`src/rtl/mdio_mgmt_pkg.sv`:
```
// Package: shared constants, register addresses, operation codes and the
// divisor lookup for the MDIO management controller.
// Assumes clause-22 frames of 32 preamble bits plus a 32-bit word.
package mdio_mgmt_pkg;

    localparam int WORD_W        = 32;
    localparam int PREAMBLE_BITS = 32;
    localparam int FRAME_BITS    = PREAMBLE_BITS + WORD_W;
    localparam int IDX_W         = $clog2(FRAME_BITS);
    localparam int RD_DATA_W     = 16;
    // Frame bit index where a read releases the line (turnaround start)
    localparam int RD_RELEASE_BIT = FRAME_BITS - RD_DATA_W - 2;
    // Frame bit index of the first returned data bit
    localparam int RD_DATA_BIT    = FRAME_BITS - RD_DATA_W;

    // Register word addresses
    localparam int ADDR_CTRL   = 0;
    localparam int ADDR_CFG    = 1;
    localparam int ADDR_STATUS = 2;
    localparam int ADDR_MAINT  = 3;

    // Bit positions used by neighbouring software
    localparam int CTRL_EN_BIT   = 4;
    localparam int CFG_DIV_LSB   = 18;
    localparam int STAT_IDLE_BIT = 2;
    localparam int OP_MSB        = 29;

    typedef enum logic [1:0] {
        OP_WRITE = 2'b01,
        OP_READ  = 2'b10
    } mdio_op_e;

    // Map the 3-bit divisor select onto a bus-clock divide ratio
    function automatic int unsigned div_from_sel(input logic [2:0] sel);
        case (sel)
            3'd0:    return 8;
            3'd1:    return 16;
            3'd2:    return 32;
            3'd3:    return 48;
            3'd4:    return 64;
            3'd5:    return 96;
            3'd6:    return 128;
            default: return 224;
        endcase
    endfunction

endpackage

```
`src/rtl/mdio_mdc_gen.sv`:
```
// MDC generator: while run_i is high, divides the bus clock by the
// selected ratio. MDC is low for the first half of each period and
// high for the second. Emits one-cycle rise/fall ticks that coincide
// with the edges on which MDC goes high/low.
// Assumes the ratio is even and fits in CNT_W bits.
module mdio_mdc_gen
    import mdio_mgmt_pkg::*;
#(
    parameter int CNT_W = 8
) (
    input  logic       clk,
    input  logic       rst_n,
    input  logic       run_i,
    input  logic [2:0] div_sel_i,
    output logic       mdc_o,
    output logic       rise_o,
    output logic       fall_o
);

    logic [CNT_W-1:0] cnt_q;
    logic [CNT_W-1:0] div_m1;
    logic [CNT_W-1:0] half_m1;
    logic             mdc_q;

    // Derive terminal counts from the selected ratio
    always_comb begin
        div_m1  = CNT_W'(div_from_sel(div_sel_i) - 1);
        half_m1 = CNT_W'((div_from_sel(div_sel_i) >> 1) - 1);
    end

    assign rise_o = run_i && (cnt_q == half_m1);
    assign fall_o = run_i && (cnt_q >= div_m1);
    assign mdc_o  = mdc_q;

    // Phase counter and MDC level
    always_ff @(posedge clk) begin
        if (!rst_n || !run_i) begin
            cnt_q <= '0;
            mdc_q <= 1'b0;
        end else if (fall_o) begin
            cnt_q <= '0;
            mdc_q <= 1'b0;
        end else begin
            cnt_q <= cnt_q + 1'b1;
            if (rise_o) begin
                mdc_q <= 1'b1;
            end
        end
    end

endmodule

```
`src/rtl/mdio_frame_shift.sv`:
```
// Frame shifter: on start_i loads preamble plus maintenance word and
// shifts it out MSB first, advancing on each MDC fall tick. For read
// frames it releases the line from the turnaround onward and collects
// the returned data on rise ticks. Reports busy and a one-cycle done.
// Assumes rise and fall ticks never occur in the same cycle.
module mdio_frame_shift
    import mdio_mgmt_pkg::*;
(
    input  logic                 clk,
    input  logic                 rst_n,
    input  logic                 start_i,
    input  logic [WORD_W-1:0]    word_i,
    input  logic                 rise_i,
    input  logic                 fall_i,
    input  logic                 mdio_i,
    output logic                 busy_o,
    output logic                 done_o,
    output logic                 mdio_o,
    output logic                 mdio_oe_o,
    output logic [RD_DATA_W-1:0] rx_data_o
);

    logic [FRAME_BITS-1:0] shreg_q;
    logic [IDX_W-1:0]      idx_q;
    logic                  busy_q;
    logic                  is_read_q;
    logic [RD_DATA_W-1:0]  rx_q;
    logic                  last_bit;

    assign last_bit  = (idx_q == IDX_W'(FRAME_BITS - 1));
    assign done_o    = busy_q && fall_i && last_bit;
    assign busy_o    = busy_q;
    assign mdio_o    = busy_q ? shreg_q[FRAME_BITS-1] : 1'b1;
    assign mdio_oe_o = busy_q && !(is_read_q && (idx_q >= IDX_W'(RD_RELEASE_BIT)));
    assign rx_data_o = rx_q;

    // Load, shift and sample sequencing
    always_ff @(posedge clk) begin
        if (!rst_n) begin
            shreg_q   <= '0;
            idx_q     <= '0;
            busy_q    <= 1'b0;
            is_read_q <= 1'b0;
            rx_q      <= '0;
        end else if (start_i) begin
            shreg_q   <= {{PREAMBLE_BITS{1'b1}}, word_i};
            idx_q     <= '0;
            busy_q    <= 1'b1;
            is_read_q <= (word_i[OP_MSB -: 2] == OP_READ);
        end else if (busy_q) begin
            if (fall_i) begin
                if (last_bit) begin
                    busy_q <= 1'b0;
                end else begin
                    shreg_q <= {shreg_q[FRAME_BITS-2:0], 1'b0};
                    idx_q   <= idx_q + 1'b1;
                end
            end
            if (rise_i && is_read_q && (idx_q >= IDX_W'(RD_DATA_BIT))) begin
                rx_q <= {rx_q[RD_DATA_W-2:0], mdio_i};
            end
        end
    end

    // the driven bit holds except at a fall tick
    a_r4_hold_between_falls: assert property (@(posedge clk) disable iff (!rst_n)
        (busy_q && !fall_i) |=> $stable(mdio_o));

endmodule

```
`src/rtl/mdio_mgmt_regs.sv`:
```
// Register file: control (enable), configuration (divisor select),
// status (idle) and the maintenance word. Decides when a maintenance
// write launches a frame, blocks writes to the word mid-frame, and
// merges returned read data when a read frame finishes.
// Assumes done_i is a single-cycle pulse while busy_i is still high.
module mdio_mgmt_regs
    import mdio_mgmt_pkg::*;
#(
    parameter int ADDR_W = 2
) (
    input  logic                 clk,
    input  logic                 rst_n,
    input  logic                 wr_en_i,
    input  logic [ADDR_W-1:0]    addr_i,
    input  logic [WORD_W-1:0]    wdata_i,
    output logic [WORD_W-1:0]    rdata_o,
    input  logic                 busy_i,
    input  logic                 done_i,
    input  logic [RD_DATA_W-1:0] rx_data_i,
    output logic                 start_o,
    output logic [2:0]           div_sel_o
);

    logic              en_q;
    logic [2:0]        div_sel_q;
    logic [WORD_W-1:0] maint_q;
    logic              maint_wr;

    assign maint_wr  = wr_en_i && (addr_i == ADDR_W'(ADDR_MAINT)) && !busy_i;
    assign start_o   = maint_wr && en_q;
    assign div_sel_o = div_sel_q;

    // Register updates from the bus and from frame completion
    always_ff @(posedge clk) begin
        if (!rst_n) begin
            en_q      <= 1'b0;
            div_sel_q <= '0;
            maint_q   <= '0;
        end else begin
            if (wr_en_i && (addr_i == ADDR_W'(ADDR_CTRL))) begin
                en_q <= wdata_i[CTRL_EN_BIT];
            end
            if (wr_en_i && (addr_i == ADDR_W'(ADDR_CFG))) begin
                div_sel_q <= wdata_i[CFG_DIV_LSB +: 3];
            end
            if (maint_wr) begin
                maint_q <= wdata_i;
            end else if (done_i && (maint_q[OP_MSB -: 2] == OP_READ)) begin
                maint_q[RD_DATA_W-1:0] <= rx_data_i;
            end
        end
    end

    // Read multiplexer
    always_comb begin
        rdata_o = '0;
        case (addr_i)
            ADDR_W'(ADDR_CTRL):   rdata_o[CTRL_EN_BIT] = en_q;
            ADDR_W'(ADDR_CFG):    rdata_o[CFG_DIV_LSB +: 3] = div_sel_q;
            ADDR_W'(ADDR_STATUS): rdata_o[STAT_IDLE_BIT] = !busy_i;
            default:              rdata_o = maint_q;
        endcase
    end

    // the word is frozen while a frame runs, up to its last cycle
    a_r9_word_frozen_busy: assert property (@(posedge clk) disable iff (!rst_n)
        (busy_i && !done_i) |=> $stable(maint_q));

    // a finished write frame leaves the word as it was
    a_r7_write_keeps_word: assert property (@(posedge clk) disable iff (!rst_n)
        (done_i && (maint_q[OP_MSB -: 2] == OP_WRITE)) |=> $stable(maint_q));

endmodule

```
`src/rtl/mdio_mgmt_ctrl.sv`:
```
// Top: MDIO management frame controller. Joins the register file,
// MDC generator and frame shifter. The MDC generator runs only while
// a frame is in progress. The pad tri-state is external, driven from
// mdio_o / mdio_oe_o.
module mdio_mgmt_ctrl
    import mdio_mgmt_pkg::*;
#(
    parameter int ADDR_W = 2,
    parameter int CNT_W  = 8
) (
    input  logic              clk,
    input  logic              rst_n,
    input  logic              reg_wr_en,
    input  logic [ADDR_W-1:0] reg_addr,
    input  logic [WORD_W-1:0] reg_wdata,
    output logic [WORD_W-1:0] reg_rdata,
    output logic              mdc_o,
    output logic              mdio_o,
    output logic              mdio_oe_o,
    input  logic              mdio_i
);

    logic                 start;
    logic                 busy;
    logic                 done;
    logic                 rise_tick;
    logic                 fall_tick;
    logic [2:0]           div_sel;
    logic [RD_DATA_W-1:0] rx_data;

    mdio_mgmt_regs #(.ADDR_W(ADDR_W)) u_regs (
        .clk       (clk),
        .rst_n     (rst_n),
        .wr_en_i   (reg_wr_en),
        .addr_i    (reg_addr),
        .wdata_i   (reg_wdata),
        .rdata_o   (reg_rdata),
        .busy_i    (busy),
        .done_i    (done),
        .rx_data_i (rx_data),
        .start_o   (start),
        .div_sel_o (div_sel)
    );

    mdio_mdc_gen #(.CNT_W(CNT_W)) u_mdc (
        .clk       (clk),
        .rst_n     (rst_n),
        .run_i     (busy),
        .div_sel_i (div_sel),
        .mdc_o     (mdc_o),
        .rise_o    (rise_tick),
        .fall_o    (fall_tick)
    );

    mdio_frame_shift u_shift (
        .clk       (clk),
        .rst_n     (rst_n),
        .start_i   (start),
        .word_i    (reg_wdata),
        .rise_i    (rise_tick),
        .fall_i    (fall_tick),
        .mdio_i    (mdio_i),
        .busy_o    (busy),
        .done_o    (done),
        .mdio_o    (mdio_o),
        .mdio_oe_o (mdio_oe_o),
        .rx_data_o (rx_data)
    );

    // an accepted launch makes the port busy on the next cycle
    a_r3_start_sets_busy: assert property (@(posedge clk) disable iff (!rst_n)
        start |=> busy);

    // MDC rests low whenever no frame is running
    a_r5_mdc_low_idle: assert property (@(posedge clk) disable iff (!rst_n)
        !busy |-> !mdc_o);

    // the pad is not driven while idle
    a_r10_release_idle: assert property (@(posedge clk) disable iff (!rst_n)
        !busy |-> !mdio_oe_o);

endmodule

```
`config.mk`:
```
export PLATFORM = sky130hd
export DESIGN_NAME = mdio_mgmt_ctrl
export DESIGN_NICKNAME = d
export VERILOG_FILES = /design/src/rtl/mdio_mgmt_pkg.sv /design/src/rtl/mdio_mdc_gen.sv /design/src/rtl/mdio_frame_shift.sv /design/src/rtl/mdio_mgmt_regs.sv /design/src/rtl/mdio_mgmt_ctrl.sv
export SDC_FILE = /design/constraint.sdc
export NUM_CORES = 1
export LEC_CHECK = 0
export ABC_CLOCK_PERIOD_IN_PS = 3000
export BUFFER_PORTS_ARGS = -buffer_cell sky130_fd_sc_hd__buf_2
export CAP_MARGIN = 20
export CORE_ASPECT_RATIO = 0.8
export CORE_MARGIN = 3
export CORE_UTILIZATION = 30
export CTS_BUF_LIST = sky130_fd_sc_hd__clkbuf_8
export DETAILED_ROUTE_END_ITERATION = 8
export PLACE_DENSITY = 0.45
export SLEW_MARGIN = 20
export SYNTH_ARGS = -nofsm -noshare
export SYNTH_HDL_FRONTEND = slang
export SYNTH_HIERARCHICAL = 1
export SYNTH_SLANG_ARGS = --single-unit
```
`constraint.sdc`:
```
create_clock -name clk -period 3 [get_ports clk]
set_clock_uncertainty 0.1 [all_clocks]
set_input_delay 0.6 -clock clk [delete_from_list [all_inputs] [get_ports clk]]
set_output_delay 0.6 -clock clk [all_outputs]
set_load 0.01 [all_outputs]
```
==> impl_metrics.json <==
{
  "synth-async-reset-ratio": 0,
  "hold_viol": 0,
  "fin_crit_sh": 1.020,
  "dieWidth_um": 174.4,
  "period_needed_ns": 3.060,
  "drive_gt1_frac": 0.2475,
  "viasPerCell": 5.468,
  "gp_congestion": 0.7897,
  "grt_pass1_wl_mm": 31.89,
  "p_total_mw": 3.608,
  "syn_area_um2": 6807,
  "synth_edf_count": 0,
  "hpwl_mm": 12.57,
  "ys.flop_type": "dfxtp_1",
  "syn_avg_cell_area_um2": 9.286,
  "peakVddDrop_mv": 0.2507,
  "via_count": 5993,
  "htree_levels": 4,
  "synth_most_common_cell": "dfxtp_1",
  "final_nets": 830,
  "yosys_register_bits": 133,
  "track_usage": 0.1591,
  "synth_area_leaders": "dfxtp_1, o221a_1, a311o_1",
  "routedWlPerCell_um": 18.24,
  "slew_headroom": 0.4938,
  "tightestPinTransition_ns": 0.7594,
  "io_buffers": 72,
  "finalSetupViolCount": 37,
  "first_iter_violations": 461,
  "synth_area_leader_cell": "dfxtp_1",
  "crit_path_end_kind": "flip-flop",
  "arrival_ns": 3.30,
  "ant_nets": 0,
  "grt-ovfl-total": 0,
  "slowest_delay_ns": 0.40,
  "cts_buffers": 17,
  "die_area_um2": 24540,
  "outcome": "finished, violations left",
  "hold_path.class": "input pin to flip-flop",
  "rsz0062_at_grt": "true",
  "setup_slack_ns": -0.06017,
  "fill_cells": 2222,
  "synth_top_area_frac": 0.3912,
  "grt_max_degree": 81,
  "leakagePower_nw": 3.178,
  "maxCapViolCount": 0,
  "seq_area_frac_synth": 0.3912,
  "drc": 0,
  "insertion_delay_ns": 0.45,
  "cp_cell_sequence": "or3_4, ha_4, xor2_1, ha_1, nand4_1, nor2_2, o31a_2, buf_6, and2_4, buf_12, buf_4, o311a_1, o221a_1",
  "core-area_um2": 21920,
  "dieHeight_um": 140.7,
  "area_growth_pct": 18.36,
  "syn_inst": 733,
  "critical_path_class": "flip-flop to flip-flop",
  "clockRootBuffer": "clkbuf_8",
  "startpoint_type": "flip-flop",
  "p_per_area_nw_per_um2": 447.8,
  "syn_nets": 780,
  "path_buf_inv": 3,
  "first_pass_iters": 5,
  "synth_commonest_cells": "dfxtp_1, nand2_1, clkbuf_1",
  "drt-total-wl_mm": 20.00,
  "tns_ns": -0.9540,
  "synth.distinct_cells": 59,
  "fmax_mhz": 326.8,
  "start_util": 0.3105,
  "violations": "setup timing",
  "antenna_found_initial": 0,
  "antenna_cells": 0,
  "grt_pass1_vias": 5647,
  "critPathSlowestCell": "or3_4",
  "path_clk_slew_ns": 0.10,
  "cts_buffer_depth": 2,
  "cts_tree": "done",
  "yosysWarnings": 6,
  "crit_family": "compound AO/OA/AOI/OAI gates",
  "clkSinkCount": 133,
  "hold_buffers": 0,
  "slew_viol_final": 0,
  "path_max_fanout": 12,
  "required_ns": 3.24,
  "io_pins": 73,
  "core.rowCount": 48
}
==> cell families after synthesis <==
family / after synthesis / share of synthesized area
adders and majority gates: 9 / 0.01654
DFF: 133 / 0.3912
muxes: 8 / 0.01177
AOI/OAI and AO/OA: 253 / 0.3040
buffers and inverters: 87 / 0.07573
and+or+nand+nor: 232 / 0.1866
xor gates and xnor gates: 11 / 0.01416
==> cell usage in the layout, fill, tap and decap left out, types with 4 or more instances in the layout <==
master      n
a21boi_0   20
a21boi_1   14
a21oi_1    35
a21oi_2    16
a21oi_4    16
a311o_1    32
and2_1      4
and3_1     29
buf_12      5
buf_2      71
buf_4      29
clkbuf_8   18
clkinv_4    4
dfxtp_1   131
ha_1        8
inv_1       6
inv_8       6
mux2i_1     8
nand2_1    64
nand2b_1   34
nand3_1    21
nand4_1    35
nor2_1     13
nor2b_1     7
o21ai_0    34
o221a_1    30
o311a_1    30
xnor2_1     8
==> state kept, by name, indices dropped and copies added, names as in the netlist <==
name / flops
u_mdc/cnt_q: 8
u_mdc/mdc_o: 1
u_regs/div_sel_o: 3
u_regs/en_q: 1
u_regs/maint_q: 32
u_shift/busy_o: 1
u_shift/idx_q: 6
u_shift/is_read_q: 1
u_shift/rx_data_o: 16
u_shift/shreg_q: 64
==> through the flow <==
stage / utilization / std cells / hold slack [ns] / worst slack (ns) / instance area (um2)
floorplan: - / 733 / 0.3175 / 0.005751 / 6835
global placement: 0.3361 / 1055 / 0.3322 / -0.09439 / 7368
detailed placement: 0.3361 / 1055 / 0.3443 / -0.1529 / 7368
CTS: 0.3595 / 1092 / 0.2603 / -0.04957 / 7880
global route: 0.3675 / 1096 / 0.2562 / -0.1911 / 8056
finish: 0.3675 / 1096 / 0.2906 / -0.06017 / 8056
==> worst paths after layout <==
| check | start | to | slack [ns] | cells past startpoint |
|---|---|---|---|---|
| setup / recovery | u_regs/div_sel_o[1] | u_shift/shreg_q[2] | -0.06 | 13 |
| hold / removal | reg_wdata[21] | u_regs/maint_q[21] | 0.29 | 3 |
| hold reg to reg | u_mdc/cnt_q[0] | u_mdc/cnt_q[0] | 0.36 | 1 |
| setup reg to reg | u_regs/div_sel_o[1] | u_shift/shreg_q[2] | -0.06 | 13 |
==> timing repair <==
action | 4_1_cts | 5_1_grt
buffers inserted | 2 | 4
gates resized for setup | 8 | 22
cloned | 3 | 1
pin swaps | 4 | 22
endpoints found under the setup margin | 62 | 83
==> worst min-delay path: stages <==
cell and delay, ns:
buf_2 0.11, nand2_1 0.05, a21boi_1 0.05
==> routing by layer <==
layer | GRT usage | wire (um) | share of wire | up-vias
met3 | 0.04335 | 946 | 0.047 | 8
met4 | 0.03257 | 140 | 0.0070 | 0
met2 | 0.2384 | 8887 | 0.44 | 154
met5 | 0 | 0 | 0 | -
met1 | 0.2294 | 10020 | 0.50 | 2944
li1 | - | - | - | 2887
==> area by class of cell <==
| class | count | area (um2) | share of cell area |
|---|---|---|---|
| Multi-Input combinational cell | 515 | 3819 | 0.4740 |
| Sequential cell | 133 | 2665 | 0.3308 |
| Timing Repair Buffer | 110 | 768.2 | 0.09536 |
| Tap cell | 300 | 375.4 | 0.04659 |
| Clock buffer | 18 | 247.7 | 0.03075 |
| Clock inverter | 14 | 158.9 | 0.01972 |
| Inverter | 6 | 22.52 | 0.002795 |
==> where the power goes <==
part	switching [mW]	internal [mW]	total, mW	leakage (nW)
Clock	0.841	0.724	1.56	0.210
Sequential	0.0156	1.79	1.81	1.08
Combinational	0.139	0.0982	0.237	1.89
No activity file was read; power rests on OpenSTA's default activity.
